[src/rtl/sem_pkg.sv]
package sem_pkg;
  localparam int DEF_NPORTS = 2;
  localparam int DEF_NSEM   = 8;
  localparam int DEF_SEM_W  = 8;
  localparam int DEF_ADDR_W = 4;
endpackage

[src/rtl/sem_addr_decode.sv]
module sem_addr_decode #(
  parameter int NSEM   = sem_pkg::DEF_NSEM,
  parameter int ADDR_W = sem_pkg::DEF_ADDR_W
) (
  input  logic [ADDR_W-1:0] addr,
  output logic              in_range,
  output logic [NSEM-1:0]   sel
);
  localparam logic [ADDR_W:0] LIMIT = (ADDR_W+1)'(NSEM);

  assign in_range = ({1'b0, addr} < LIMIT);

  for (genvar i = 0; i < NSEM; i++) begin : g_sel
    assign sel[i] = in_range && (addr == ADDR_W'(i));
  end
endmodule

[src/rtl/sem_cell.sv]
module sem_cell #(
  parameter int NPORTS = sem_pkg::DEF_NPORTS,
  parameter int SEM_W  = sem_pkg::DEF_SEM_W
) (
  input  logic                         clk,
  input  logic                         rst_n,
  input  logic [NPORTS-1:0]            hit,
  input  logic [NPORTS-1:0][SEM_W-1:0] wdata,
  output logic [SEM_W-1:0]             value
);
  logic             win;
  logic [SEM_W-1:0] win_data;
  logic             accept;

  // Lowest-numbered requesting port wins; scan from the top down.
  always_comb begin
    win      = 1'b0;
    win_data = '0;
    for (int p = NPORTS - 1; p >= 0; p--) begin
      if (hit[p]) begin
        win      = 1'b1;
        win_data = wdata[p];
      end
    end
  end

  // Guard against the value held before this edge.
  assign accept = win && ((value == '0) || (win_data == '0));

  always_ff @(posedge clk or negedge rst_n) begin
    if (!rst_n) value <= '0;
    else if (accept) value <= win_data;
  end
endmodule

[src/rtl/sem_rd_port.sv]
module sem_rd_port #(
  parameter int NSEM   = sem_pkg::DEF_NSEM,
  parameter int SEM_W  = sem_pkg::DEF_SEM_W,
  parameter int ADDR_W = sem_pkg::DEF_ADDR_W
) (
  input  logic                       clk,
  input  logic                       rst_n,
  input  logic                       rd_en,
  input  logic                       in_range,
  input  logic [ADDR_W-1:0]          addr,
  input  logic [NSEM-1:0][SEM_W-1:0] bank,
  output logic [SEM_W-1:0]           rd_data
);
  logic [SEM_W-1:0] picked;

  always_comb begin
    picked = '0;
    for (int i = 0; i < NSEM; i++) begin
      if (in_range && (addr == ADDR_W'(i))) picked = bank[i];
    end
  end

  always_ff @(posedge clk or negedge rst_n) begin
    if (!rst_n) rd_data <= '0;
    else if (rd_en) rd_data <= picked;
    else rd_data <= '0;
  end
endmodule

[src/rtl/sem_bank.sv]
module sem_bank #(
  parameter int NPORTS = sem_pkg::DEF_NPORTS,
  parameter int NSEM   = sem_pkg::DEF_NSEM,
  parameter int SEM_W  = sem_pkg::DEF_SEM_W,
  parameter int ADDR_W = sem_pkg::DEF_ADDR_W
) (
  input  logic                          clk,
  input  logic                          rst_n,
  input  logic [NPORTS-1:0]             wr_en,
  input  logic [NPORTS-1:0][ADDR_W-1:0] addr,
  input  logic [NPORTS-1:0][SEM_W-1:0]  wr_data,
  input  logic [NPORTS-1:0]             rd_en,
  output logic [NPORTS-1:0][SEM_W-1:0]  rd_data
);
  logic [NPORTS-1:0]            in_range;
  logic [NPORTS-1:0][NSEM-1:0]  sel;
  logic [NSEM-1:0][NPORTS-1:0]  hit;
  logic [NSEM-1:0][SEM_W-1:0]   sem_q;

  for (genvar p = 0; p < NPORTS; p++) begin : g_port
    sem_addr_decode #(.NSEM(NSEM), .ADDR_W(ADDR_W)) dec_i (
      .addr     (addr[p]),
      .in_range (in_range[p]),
      .sel      (sel[p])
    );

    sem_rd_port #(.NSEM(NSEM), .SEM_W(SEM_W), .ADDR_W(ADDR_W)) rd_i (
      .clk      (clk),
      .rst_n    (rst_n),
      .rd_en    (rd_en[p]),
      .in_range (in_range[p]),
      .addr     (addr[p]),
      .bank     (sem_q),
      .rd_data  (rd_data[p])
    );
  end

  for (genvar r = 0; r < NSEM; r++) begin : g_sem
    for (genvar p = 0; p < NPORTS; p++) begin : g_hit
      assign hit[r][p] = wr_en[p] && sel[p][r];
    end

    sem_cell #(.NPORTS(NPORTS), .SEM_W(SEM_W)) cell_i (
      .clk   (clk),
      .rst_n (rst_n),
      .hit   (hit[r]),
      .wdata (wr_data),
      .value (sem_q[r])
    );
  end
endmodule

[config.mk]
export PLATFORM = sky130hd
export DESIGN_NAME = sem_bank
export DESIGN_NICKNAME = d
export VERILOG_FILES = /design/src/rtl/sem_pkg.sv /design/src/rtl/sem_addr_decode.sv /design/src/rtl/sem_cell.sv /design/src/rtl/sem_rd_port.sv /design/src/rtl/sem_bank.sv
export SDC_FILE = /design/constraint.sdc
export NUM_CORES = 1
export LEC_CHECK = 0
export BUFFER_PORTS_ARGS = -buffer_cell sky130_fd_sc_hd__buf_2
export CAP_MARGIN = 20
export CORE_MARGIN = 1.5
export CORE_UTILIZATION = 50
export CTS_BUF_LIST = sky130_fd_sc_hd__clkbuf_8
export DETAILED_ROUTE_END_ITERATION = 16
export PLACE_DENSITY = 0.72
export SYNTH_ARGS = -nofsm -noshare
export SYNTH_HDL_FRONTEND = slang
export SYNTH_SLANG_ARGS = --single-unit
export TNS_END_PERCENT = 100
[constraint.sdc]
create_clock -name clk -period 1.5 [get_ports clk]
set_input_delay 0.3 -clock clk [delete_from_list [all_inputs] [get_ports clk]]
set_output_delay 0.3 -clock clk [all_outputs]
set_load 0.05 [all_outputs]
# After elaboration in Yosys (flattened, before gate mapping)
# Cells that the tools add are included.
word_totals:
  ff_bits: 80
  output_inout_bits: 16
  word_cells: 142
  inputBits: 30
classes:
  reduce_logical: 66
  mux: 50
  eq_ne: 14
  magnitude_cmp: 2
ops:
  columns: ["operator", "n"]
  rows:
  - ["two-way mux 8 bit", 34]
  - ["zero test 8 bit", 16]
  - ["logical AND 1 bit", 40]
  - ["equality test 4 x 3 -> 1 bit, second input constant", 8]
  - ["equality test 4 x 2 -> 1 bit, second input constant", 4]
  - ["two-way mux 1 bit", 16]
  - ["equality test 4 x 1 -> 1 bit, second input constant", 2]
  - ["zero test 4 bit", 2]
  - ["logical OR 1 bit", 8]
  - ["less-than comparator 4 bit, second input constant", 2]

# Logic depth before layout (Yosys ltp)
# Gate-level depths: netlist of run 1.
depth:
  word_depth: 11
  mapped_depth: 7
  depth_no_buf: 5

# Cells and area by module
# A second synthesis of run 1 with hierarchy kept.
hier_totals:
  cells_unflattened: 852
  area_unflattened_um2: 7714.9
by_module_without_submodules:
  columns: ["module", "area_per_inst_um2", "cells_each", "n_inst"]
  rows:
  - ["sem_cell", 716.9, 80, 8]
  - ["sem_rd_port", 852.1, 88, 2]
  - ["sem_addr_decode", 87.6, 10, 2]
  - ["sem_bank", 100.1, 16, 1]

# Least setup slack after synthesis of run 1
# Ideal clock, no wire load.
synth_timing:
  path_type: "input to register"
  from: "input port wr_data[11] in the netlist's numbering"
  to: "register g_sem[5].cell_i.value[0]"
  path_buffers: 2
  required_time_ps: 1375
  slack_ps: -651
  stages: 7
  setup_time_ps: 125
  arrival_time_ps: 2026
  cell_sequence: "buf_2 or4_4 or2_1 buf_6 a211oi_2 o21ai_4 mux2_4"
synth_via:
  elab_chain_cells: 5
synth_rtl:
  columns: ["element", "line", "rtl"]
  rows:
  - ["start, declared", "sem_bank.sv:11", "input logic [NPORTS-1:0][SEM_W-1:0] wr_data,"]
  - ["two-way mux 8 bit (2 in a row)", "sem_cell.sv:20", "if (hit[p]) begin"]
  - ["zero test 8 bit", "sem_cell.sv:28", "assign accept = win && ((value == '0) || (win_data == '0));"]
  - ["logical OR 1 bit", "sem_cell.sv:28", null]
  - ["logical AND 1 bit", "sem_cell.sv:28", null]
  - ["end signal, assigned", "sem_cell.sv:32", "else if (accept) value <= win_data;"]
  - ["end, declared", "sem_cell.sv:9", "output logic [SEM_W-1:0] value"]
# Every way passes these cells.
# A chain may end at the register's enable or synchronous reset.

# Worst setup path after layout of run 1
layout_timing:
  from: "input port wr_data[8] in the netlist's numbering"
  to: "register g_sem[5].cell_i.value[1]"
# Same word-level chain as after synthesis.

==> flow_metrics.env, run 1 <==
export IMPL_route_final_wire_length_um=20600
export IMPL_netSwitchingFraction_pct=36.0
export IMPL_core_rowCount=36
export IMPL_finish_utilization_pct=72.2
export IMPL_synth_ff_type="dfrtp_1"
export IMPL_port_buffers=45
export IMPL_die_y_um=104
export IMPL_count_of_pins_over_their_slew_limit=0
export IMPL_area_growth_pct=39.4
export IMPL_htreeDepth=3
export IMPL_critical_path_max_stage_delay_ps=540
export IMPL_tritoncts="done"
export IMPL_setup_viol=63
export IMPL_post_place_cells=822
export IMPL_clock_path_buffers=2
export IMPL_grt_pass1_vias=5434
export IMPL_cp_data_arrival_time_ps=2000
export IMPL_comb_power_share_pct=41.0
export IMPL_yosys_register_bits=80
export IMPL_slew_headroom_pct=70.4
export IMPL_synth_sequential_area_ratio_pct=39.2
export IMPL_post_route_skew_ps=15.9
export IMPL_violations_in_the_final_reports="negative setup slack"
export IMPL_dieArea_um2=10800
export IMPL_number_of_antenna_violations_at_the_first_check_in_global_routing=0
export IMPL_timing_critical_path_fanout_max=8
export IMPL_instances_no_fill=843
export IMPL_cts_num_sinks=80
export IMPL_antenna_diode_count=0
export IMPL_gr_usage_all_layers_pct=38.4
export IMPL_synth_lib_cells_used_distinct=50
export IMPL_final_common_cell="buf_4"
export IMPL_timing_critical_path_cells="buf_6 -> or4_4 -> or2_4 -> a211oi_4 -> o21ai_4 -> mux2_4"
export IMPL_dr_total_vias=5475
export IMPL_vdd_ir_drop_max_mv=0.741
export IMPL_p_leak_nw=3.13
export IMPL_layout_cell_share_with_drive_strength_beyond_1_pct=46.3
export IMPL_min_setup_slack_post_route_ps=-255
export IMPL_fp_coreArea_um2=9860
export IMPL_fin_hold_ws_ps=231
export IMPL_layout_cells_most_common_list="buf_4 (156), dfrtp_1 (80), a22o_1 (77)"
export IMPL_floorplan_die_width_um=104
export IMPL_fin_total_pwr_mw=8.03
export IMPL_floorplan_initialDensity_pct=51.8
export IMPL_hold_class="input port to register"
export IMPL_p_int_mw=5.14
export IMPL_detail_route_wl_per_cell_um=24.5
export IMPL_hold_viol_final=0
export IMPL_post_dp_hpwl_um=15500
export IMPL_worst_path_max_delay_cell="or4_4"
export IMPL_final_min_period_over_clock_period_pct=117
export IMPL_globalRouteOverflowTotal=0
export IMPL_tightest_slew_ps=442
export IMPL_power_net_switching_mw=2.89
export IMPL_postSynthAreaPerCell_um2=9.70
export IMPL_synthesis_area_um2=5110
export IMPL_maximum_number_of_pins_on_one_net_before_global_route_repair=81
export IMPL_first_pass_iters=5
export IMPL_fmax_mhz=570
export IMPL_detail_route_vias_per_cell=6.49
export IMPL_drc=0
export IMPL_gpl_final_weighted_congestion=0.964
export IMPL_cp_start_kind="input port"
export IMPL_worst_endpoint_required_ps=1740
export IMPL_setup_crit_end_kind="register"
export IMPL_p_per_area_nw_per_um2=1130
export IMPL_numCtsBuffers=9
export IMPL_nets=735
export IMPL_drv_cap=0
export IMPL_yosys_warnings=0
export IMPL_startpoint_to_endpoint_class_of_the_critical_path="input port to register"
export IMPL_p_clk_share_pct=20.0
export IMPL_syn_num_nets=557
export IMPL_path_clk_slew_ps=80
export IMPL_wire_length_of_the_first_global_routing_pass_um=30800
export IMPL_drt_iter0_markers=452
export IMPL_top_level_ports=46
export IMPL_ant_nets=0
export IMPL_rsz_0062_raised_after_global_routing="yes"
export IMPL_syn_inst=527
export IMPL_clk_root_buffer_cell="clkbuf_8"
export IMPL_synth_edff_count=0
export IMPL_seq_power_share_pct=38.9
export IMPL_status="complete, but fails checks"
export IMPL_min_period_ps=1750
export IMPL_asyncSetResetFlopFracSynth_pct=100
export IMPL_clk_latency_ps=360
[state kept, by name, indices dropped and copies added, names as in the netlist]
| signal | flops |
|---|---|
| g_port.rd_i.rd_data | 16 |
| g_sem.cell_i.value | 64 |
[repair_timing]
| action | CTS | global route |
|---|---|---|
| setup endpoints to repair | 67 | 70 |
| hold endpoints to repair | 80 | 0 |
| hold buffers | 1 | 0 |
| setup buffers | 0 | 4 |
| pin swaps | 14 | 5 |
| gates resized for setup | 28 | 35 |
[critical path: cells and delay by family]
| family | cells | cell delay, ps |
|---|---|---|
| muxes | 1 | 330 |
| buffers and inverters | 1 | 90 |
| and+or+nand+nor | 2 | 850 |
| AOI/OAI and AO/OA | 2 | 420 |
[cell type report]
class	instances	area, um^2
clock buffer	10	138
clock inverter	6	60.1
fill	751	2740
inverter	8	30.0
multi-input combinational	400	3240
sequential	80	2000
tap	133	166
timing repair buffer	206	1490
[synthesized netlist by cell type (10+ instances only)]
master	instances	share of area (%)
a21oi_1	13	1.3
a221oi_1	13	2.2
a22o_1	77	13
clkbuf_1	24	1.8
dfrtp_1	80	39
mux2_2	32	7.1
mux2i_1	10	2.0
nand2_1	46	3.4
nor2_1	39	2.9
nor2b_1	10	1.2
nor4_1	18	2.2
o21ai_0	29	2.8
o22ai_1	18	2.2
[metal layers]
layer / wire length [um] / global-route usage [%] / vias to the layer above
li1: - / - / 2403
met1: 8340 / 49.7 / 2678
met2: 9140 / 59.0 / 326
met3: 1960 / 9.09 / 68
met4: 1170 / 21.7 / 0
met5: 0 / 0 / -
[worst paths after layout]
| path | start | to | slack (ps) | cells after the start |
|---|---|---|---|---|
| max | wr_data[8] | g_sem[5].cell_i.value[1] | -250 | 6 |
| min | rd_en[1] | g_port[1].rd_i.rd_data[0] | 230 | 3 |
| max reg2reg | g_sem[5].cell_i.value[6] | g_sem[5].cell_i.value[1] | -250 | 5 |
| min reg2reg | g_sem[3].cell_i.value[4] | g_sem[3].cell_i.value[4] | 570 | 1 |
| max in group asynchronous | rst_n | g_sem[3].cell_i.value[4] | 670 | 3 |
| min in group asynchronous | rst_n | g_sem[4].cell_i.value[2] | 490 | 3 |
[power groups by stage]
| stage | Clock [mW] | Sequential (mW) | Combinational [mW] |
|---|---|---|---|
| after detailed placement | 0 | 3.07 | 2.95 |
| after global placement | 0 | 3.04 | 2.89 |
| after CTS | 1.61 | 3.06 | 3.04 |
| after floorplan | 0 | 3.21 | 1.18 |
| after global routing | 1.71 | 3.18 | 3.43 |
| final | 1.61 | 3.13 | 3.29 |
[stage by stage]
stage | cell area, um^2 | setup TNS (ps) | setup slack (ps)
after floorplan | 5190 | -25930 | -613
after detailed placement | 6590 | -41400 | -669
after global routing | 7130 | -12200 | -297
after global placement | 6590 | -39900 | -639
final | 7130 | -9680 | -255
after CTS | 6910 | -8640 | -261
[kinds of logic after synthesis]
family / after synthesis / share of synthesized area (%)
DFF: 80 / 39.2
and+or+nand+nor: 149 / 14.3
buffers and inverters: 47 / 3.87
AOI/OAI and AO/OA: 197 / 29.5
muxes: 54 / 13.1
Power figures use the tool's default switching activity.
==> inputs of run 2 (changes only) <==
Settings changed: ABC_AREA from default to 1, PLACE_DENSITY 0.72 to 0.71.
==> run 2 against run 1 <==
Against the previous run:
- the run still ends with negative setup slack left
- critical path depth up 7
- setup slack improved by 150 ps
- fmax rose by 9.5%
- synthesized cell count is 85% higher
- via count grew 36%
- sequential cell count unchanged
- highest routed layer unchanged
- register-to-register slack gained 270 ps
- critical endpoint is now g_sem[6].cell_i.value[2]
- combinational power decreased by 53%
- power shrank 28%
==> flow_metrics.env, run 2 <==
export IMPL_status="complete, but fails checks"
export IMPL_violations_in_the_final_reports="negative setup slack"
export IMPL_rsz_0062_raised_after_global_routing="yes"
export IMPL_worst_endpoint_required_ps=1770
export IMPL_die_y_um=114
export IMPL_drt_iter0_markers=917
export IMPL_slew_headroom_pct=72.8
export IMPL_synth_sequential_area_ratio_pct=32.8
export IMPL_regMostFlops="g_sem.cell_i.value"
export IMPL_fmax_mhz=624
export IMPL_hold_class="input port to register"
export IMPL_met3WireLength_um=2440
export IMPL_setup_crit_end_kind="register"
export IMPL_yosys_warnings=0
export IMPL_ys_top_cells_by_area="dfrtp_1 (33%), nand2_1 (17%), nor2_1 (11%)"
export IMPL_first_pass_iters=6
export IMPL_finish_instance_area_um2=8650
export IMPL_route_final_wire_length_um=21700
export IMPL_largest_register_ffs=64
export IMPL_synthesis_area_um2=6110
export IMPL_globalRouteOverflowTotal=0
export IMPL_final_common_cell="nand2_1"
export IMPL_dr_total_vias=7438
export IMPL_drc=0
export IMPL_timing_critical_path_cells="buf_12 -> nor2_4 -> nand2_2 -> nor2_4 -> nor2_1 -> nor2_1 -> nand2_1 -> nor2_4 -> nand2_4 -> nand2_4 -> nand2_4 -> nand2_1 -> nand2_1"
export IMPL_cp_start_kind="input port"
export IMPL_hold_viol_final=0
export IMPL_nets=1220
export IMPL_reg2reg_to="g_sem[4].cell_i.value[5]"
export IMPL_source_of_the_worst_register_to_register_timing_path="g_sem[4].cell_i.value[2]"
export IMPL_setup_worst_path_end="g_sem[6].cell_i.value[2]"
export IMPL_dpl_instance_area_um2=7730
export IMPL_detail_route_vias_per_cell=5.55
export IMPL_clock_path_buffers=2
export IMPL_final_min_period_over_clock_period_pct=107
export IMPL_min_period_ps=1600
export IMPL_timing_critical_path_fanout_max=7
export IMPL_p_per_area_nw_per_um2=664
export IMPL_critical_path_top_delay_family="simple AND/OR/NAND/NOR gates"
export IMPL_registers_with_the_most_flip_flops="g_sem.cell_i.value (64), g_port.rd_i.rd_data (16)"
export IMPL_setup_viol=41
export IMPL_area_growth_pct=41.6
export IMPL_post_place_cells=1285
export IMPL_worst_path_max_delay_cell="nor2_4"
export IMPL_htreeDepth=3
export IMPL_gpl_final_weighted_congestion=0.918
export IMPL_path_clk_slew_ps=80
export IMPL_met1_length_um=9070
export IMPL_syn_num_nets=1006
export IMPL_numCtsBuffers=9
export IMPL_dieArea_um2=12900
export IMPL_commonest_cells_post_synth="nand2_1 (271), nor2_1 (171), inv_1 (118), nand3_1 (103), dfrtp_1 (80)"
export IMPL_synth_area_leader_cell="dfrtp_1"
export IMPL_top_level_ports=46
export IMPL_syn_inst=976
export IMPL_gr_usage_all_layers_pct=33.5
export IMPL_finish_utilization_pct=72.3
export IMPL_tritoncts="done"
export IMPL_ant_nets=0
export IMPL_detail_route_wl_per_cell_um=16.2
export IMPL_cts_num_sinks=80
export IMPL_synth_edff_count=0
export IMPL_met2WireLength_um=9560
export IMPL_floorplan_initialDensity_pct=51.1
export IMPL_seqCellArea_um2=2000
export IMPL_antenna_diode_count=0
export IMPL_worstRegToRegCells=6
export IMPL_fillCellCount=993
export IMPL_number_of_antenna_violations_at_the_first_check_in_global_routing=0
export IMPL_asyncSetResetFlopFracSynth_pct=100
export IMPL_clk_root_buffer_cell="clkbuf_8"
export IMPL_instances_no_fill=1341
export IMPL_postSynthAreaPerCell_um2=6.26
export IMPL_maximum_number_of_pins_on_one_net_before_global_route_repair=31
export IMPL_grt_pass1_vias=6443
export IMPL_drv_cap=0
export IMPL_most_common_cell_in_the_netlist="nand2_1"
export IMPL_tightest_slew_ps=407
export IMPL_cp_data_arrival_time_ps=1880
export IMPL_layout_cells_most_common_list="nand2_1 (244), buf_4 (157), nor2_1 (141)"
export IMPL_reg2reg_setup_slack_ps=20
export IMPL_layout_cell_share_with_drive_strength_beyond_1_pct=30.9
export IMPL_timing_critical_path_buf_inv=1
export IMPL_synth_lib_cells_used_distinct=32
export IMPL_fin_hold_ws_ps=221
export IMPL_wire_length_of_the_first_global_routing_pass_um=33000
export IMPL_p_leak_nw=5.06
export IMPL_cp_depth=13
export IMPL_core_rowCount=40
export IMPL_count_of_pins_over_their_slew_limit=0
export IMPL_post_route_skew_ps=13.7
export IMPL_post_dp_hpwl_um=15800
export IMPL_clk_latency_ps=380
export IMPL_startpoint_to_endpoint_class_of_the_critical_path="input port to register"
export IMPL_startpoint="addr[3]"
export IMPL_share_of_the_synthesized_area_in_the_top_cell_type_pct=32.8
export IMPL_floorplan_die_width_um=114
export IMPL_topRoutingLayerUsed="met4"
export IMPL_synth_ff_type="dfrtp_1"
export IMPL_min_setup_slack_post_route_ps=-103
export IMPL_port_buffers=45
export IMPL_critical_path_max_stage_delay_ps=220
export IMPL_yosys_register_bits=80
export IMPL_fin_total_pwr_mw=5.75
export IMPL_multi_input_area_um2=3960
export IMPL_fp_coreArea_um2=12000
export IMPL_vdd_ir_drop_max_mv=0.573
## run 2: cell count changes in the layout (fill, tap and decap cells not counted), moves of 29 or more
cell,previous run,this run
inv_1,9,117
nand2_1,39,244
mux2_2,29,0
nand3_1,7,101
a22o_1,77,0
nor2_1,31,141
nand4_1,1,37
## run 2: logic make-up (layout without fill, tap and decap cells)
group / Yosys count / after routing / share of synthesized area, %
simple gates: 671 / 677 / 50.2
flops: 80 / 80 / 32.8
buf+inv: 152 / 364 / 9.91
compound gates: 73 / 73 / 7.19
## run 2: layer usage
metal / vias to the layer above / GRT usage, %
met5: - / 0
met1: 3393 / 48.7
met3: 61 / 6.70
li1: 3566 / -
met2: 418 / 50.0
met4: 0 / 11.1
## run 2: worst min-delay path by stage
| stage | slack, ps | cells past startpoint | from | end |
|---|---|---|---|---|
| 2_1_floorplan | 4 | 0 | rst_n | g_port[0].rd_i.rd_data[0] |
| 3_3_place_gp | 190 | 1 | rst_n | g_sem[0].cell_i.value[0] |
| 3_5_place_dp | 190 | 1 | rst_n | g_sem[0].cell_i.value[2] |
| 4_1_cts | 200 | 3 | rd_en[0] | g_port[0].rd_i.rd_data[7] |
| 5_1_grt | 220 | 3 | rd_en[0] | g_port[0].rd_i.rd_data[7] |
| 6_report | 220 | 3 | rd_en[0] | g_port[0].rd_i.rd_data[7] |
## run 2: through the flow
step,TNS (ps),worst slack [ps]
2_1_floorplan,-4240,-140
3_3_place_gp,-37010,-607
3_5_place_dp,-38920,-686
4_1_cts,0,11.2
5_1_grt,-6600,-175
6_report,-1600,-103
## run 2: timing repair
item / CTS / global route
resized for setup: 31 / 78
hold endpoints to repair: 13 / 0
pin swaps: 21 / 47
hold buffers: 1 / 0
setup buffers: 19 / 14
gates cloned: 2 / 5
endpoints found under the setup margin: 61 / 72
## run 2: layout make-up
| type | instances | share of cell area [%] |
|---|---|---|
| flip-flops and latches | 80 | 23.1 |
| repair buffers | 220 | 20.4 |
| multi-input cells | 750 | 45.7 |
| clock inverters | 6 | 1.06 |
| well taps | 147 | 2.13 |
| inverters | 128 | 6.02 |
| clock buffers | 9 | 1.43 |
| repair inverters | 1 | 0.0578 |
## run 2: tightest hold or removal path: stages
cell	delay (ps)
buf_2	140
nand3_1	90
inv_1	40
## run 2: power breakdown
group,internal (mW),switching (mW),leakage (nW)
combinational,0.584,0.946,3.85
sequential,2.28,0.145,1.10
clock,0.939,0.858,0.110
==> inputs of run 3 (changes only) <==
Settings changed: CELL_PAD_IN_SITES_DETAIL_PLACEMENT from default to 0, CELL_PAD_IN_SITES_GLOBAL_PLACEMENT from default to 2, CORE_UTILIZATION 50 to 31, PLACE_DENSITY 0.71 to default, PLACE_DENSITY_LB_ADDON from default to 0.1.
==> run 3 against run 2 <==
Against the previous run:
- the flow still finishes with violations (negative setup slack)
- first-iteration DRC count fell by 40%
- final area rose by 16%
- power rose by 4.4%
- hold slack got worse by 0.66 ps
- clock power fell by 2%
- global-route usage fell by 8.6 points
- combinational power rose by 20%
- fmax rose by 2.5%
- count of clock-buffer cells in the layout rose by 1
- sequential cell count did not move
- critical path depth rose by 1
- critical endpoint is now g_sem[0].cell_i.value[6]
==> flow_metrics.env, run 3 (same netlist as run 2, synthesis figures left out) <==
export IMPL_grt_pass1_vias=6876
export IMPL_drv_cap=0
export IMPL_top_level_ports=46
export IMPL_maximum_number_of_pins_on_one_net_before_global_route_repair=26
export IMPL_reg2reg_setup_slack_ps=20
export IMPL_globalRouteOverflowTotal=0
export IMPL_dieArea_um2=20600
export IMPL_area_growth_pct=64.7
export IMPL_number_of_antenna_violations_at_the_first_check_in_global_routing=1
export IMPL_largest_register_ffs=64
export IMPL_detail_route_vias_per_cell=4.86
export IMPL_post_dp_hpwl_um=19200
export IMPL_rsz_0062_raised_after_global_routing="yes"
export IMPL_cp_data_arrival_time_ps=1840
export IMPL_registers_with_the_most_flip_flops="g_sem.cell_i.value (64), g_port.rd_i.rd_data (16)"
export IMPL_cp_start_kind="input port"
export IMPL_layout_cells_most_common_list="buf_4 (214), nand2_1 (203), inv_1 (114)"
export IMPL_post_route_skew_ps=8.29
export IMPL_core_rowCount=51
export IMPL_final_common_cell="buf_4"
export IMPL_finish_utilization_pct=51.9
export IMPL_numCtsBuffers=9
export IMPL_startpoint_to_endpoint_class_of_the_critical_path="input port to register"
export IMPL_count_of_pins_over_their_slew_limit=0
export IMPL_min_period_ps=1560
export IMPL_slew_headroom_pct=73.3
export IMPL_floorplan_die_width_um=143
export IMPL_route_final_wire_length_um=25500
export IMPL_clk_root_buffer_cell="clkbuf_8"
export IMPL_htreeDepth=3
export IMPL_fmax_mhz=640
export IMPL_drt_iter0_markers=549
export IMPL_path_clk_slew_ps=90
export IMPL_die_y_um=143
export IMPL_detail_route_wl_per_cell_um=16.5
export IMPL_first_pass_iters=5
export IMPL_gr_max_usage_layer="met2"
export IMPL_worst_endpoint_required_ps=1770
export IMPL_hold_viol_final=0
export IMPL_drc=0
export IMPL_fin_total_pwr_mw=6.00
export IMPL_violations_in_the_final_reports="negative setup slack"
export IMPL_fp_coreArea_um2=19400
export IMPL_met1_usage_pct=36.4
export IMPL_port_buffers=45
export IMPL_p_per_area_nw_per_um2=596
export IMPL_wire_length_of_the_first_global_routing_pass_um=38400
export IMPL_floorplan_initialDensity_pct=31.5
export IMPL_grt_util_met3_pct=3.60
export IMPL_layout_cell_share_with_drive_strength_beyond_1_pct=45.6
export IMPL_tightest_slew_ps=400
export IMPL_status="complete, but fails checks"
export IMPL_fillCellCount=2035
export IMPL_dr_total_vias=7506
export IMPL_seqCellArea_um2=2000
export IMPL_gr_usage_all_layers_pct=24.9
export IMPL_grt_util_met2_pct=38.4
export IMPL_setup_crit_end_kind="register"
export IMPL_p_leak_nw=5.49
export IMPL_clk_latency_ps=380
export IMPL_min_setup_slack_post_route_ps=-63.5
export IMPL_regMostFlops="g_sem.cell_i.value"
export IMPL_clock_path_buffers=2
export IMPL_ant_nets=0
export IMPL_setup_viol=43
export IMPL_final_min_period_over_clock_period_pct=104
export IMPL_timing_critical_path_fanout_max=7
export IMPL_cts_num_sinks=80
export IMPL_tritoncts="done"
export IMPL_nets=1301
export IMPL_vdd_ir_drop_max_mv=0.339
export IMPL_multi_input_area_um2=4450
export IMPL_gpl_final_weighted_congestion=0.824
export IMPL_hold_class="input port to register"
run 3: cell types whose count changed in the layout (fill, tap and decap cells not counted), sizes merged:
cell	delta
nor2	+1
nand2	+3
clkinvlp	+4
buf	+74
clkinv	-2
bufinv	-1
clkbuf	+3
diode	+2
run 3: path summary, 6_finish.rpt:
kind | start | to | depth (start not counted)
hold / removal | rd_en[0] | g_port[0].rd_i.rd_data[7] | 3
max in group asynchronous | rst_n | g_sem[5].cell_i.value[1] | 3
setup / recovery | addr[1] | g_sem[0].cell_i.value[6] | 14
min in group asynchronous | rst_n | g_sem[4].cell_i.value[4] | 2
hold reg to reg | g_sem[7].cell_i.value[3] | g_sem[7].cell_i.value[3] | 2
setup reg to reg | g_sem[4].cell_i.value[1] | g_sem[4].cell_i.value[1] | 6
run 3: what timing repair did:
item / 4_1_cts / 5_1_grt
setup buffers: 29 / 38
setup endpoints to repair: 65 / 79
gates cloned: 4 / 8
hold buffers: 1 / 0
gates resized for setup: 61 / 217
hold endpoints to repair: 12 / 0
pin swaps: 46 / 111
run 3: through the flow:
| stage | cells | setup WS (ps) | instance area [um^2] | setup TNS (ps) | hold WS [ps] |
|---|---|---|---|---|---|
| 2_1_floorplan | 976 | -140 | 6310 | -4240 | 4.41 |
| 3_3_place_gp | 1447 | -681 | 8280 | -41990 | 203 |
| 3_5_place_dp | 1447 | -667 | 8280 | -42120 | 196 |
| 4_1_cts | 1497 | -36.1 | 8970 | -125 | 194 |
| 5_1_grt | 1542 | -189 | 10100 | -7820 | 231 |
| 6_report | 1543 | -63.5 | 10100 | -1580 | 220 |
run 3: critical path, stage by stage:
cell	delay, ps
buf_12	120
buf_6	110
nor2_4	200
nand3_4	180
nand2_4	110
nor2_1	50
nor2_2	150
nand2_1	70
nor2_1	110
nand2_2	100
nand2_4	120
nand2_8	90
nand2_2	70
nand2_1	40
run 3: where the power goes:
part / internal, mW / switching (mW)
clock network: 0.838 / 0.925
logic: 0.755 / 1.08
registers: 2.28 / 0.123
total: 3.87 / 2.13
run 3: area by class of cell:
type                            count  area share (%)
Multi-Input combinational cell    754            44.3
Clock buffer                       10            1.37
Clock inverter                      6           0.733
Inverter                          128            5.33
Sequential cell                    80            19.9
Timing Repair inverter              2           0.124
Tap cell                          265            3.29
Antenna cell                        2          0.0497
Timing Repair Buffer              296            24.9
run 3: layer usage:
metal | wire, um | vias to the layer above
met1 | 12500 | 3581
met5 | 0 | -
met2 | 11600 | 154
met3 | 1050 | 22
met4 | 329 | 0
li1 | - | 3749
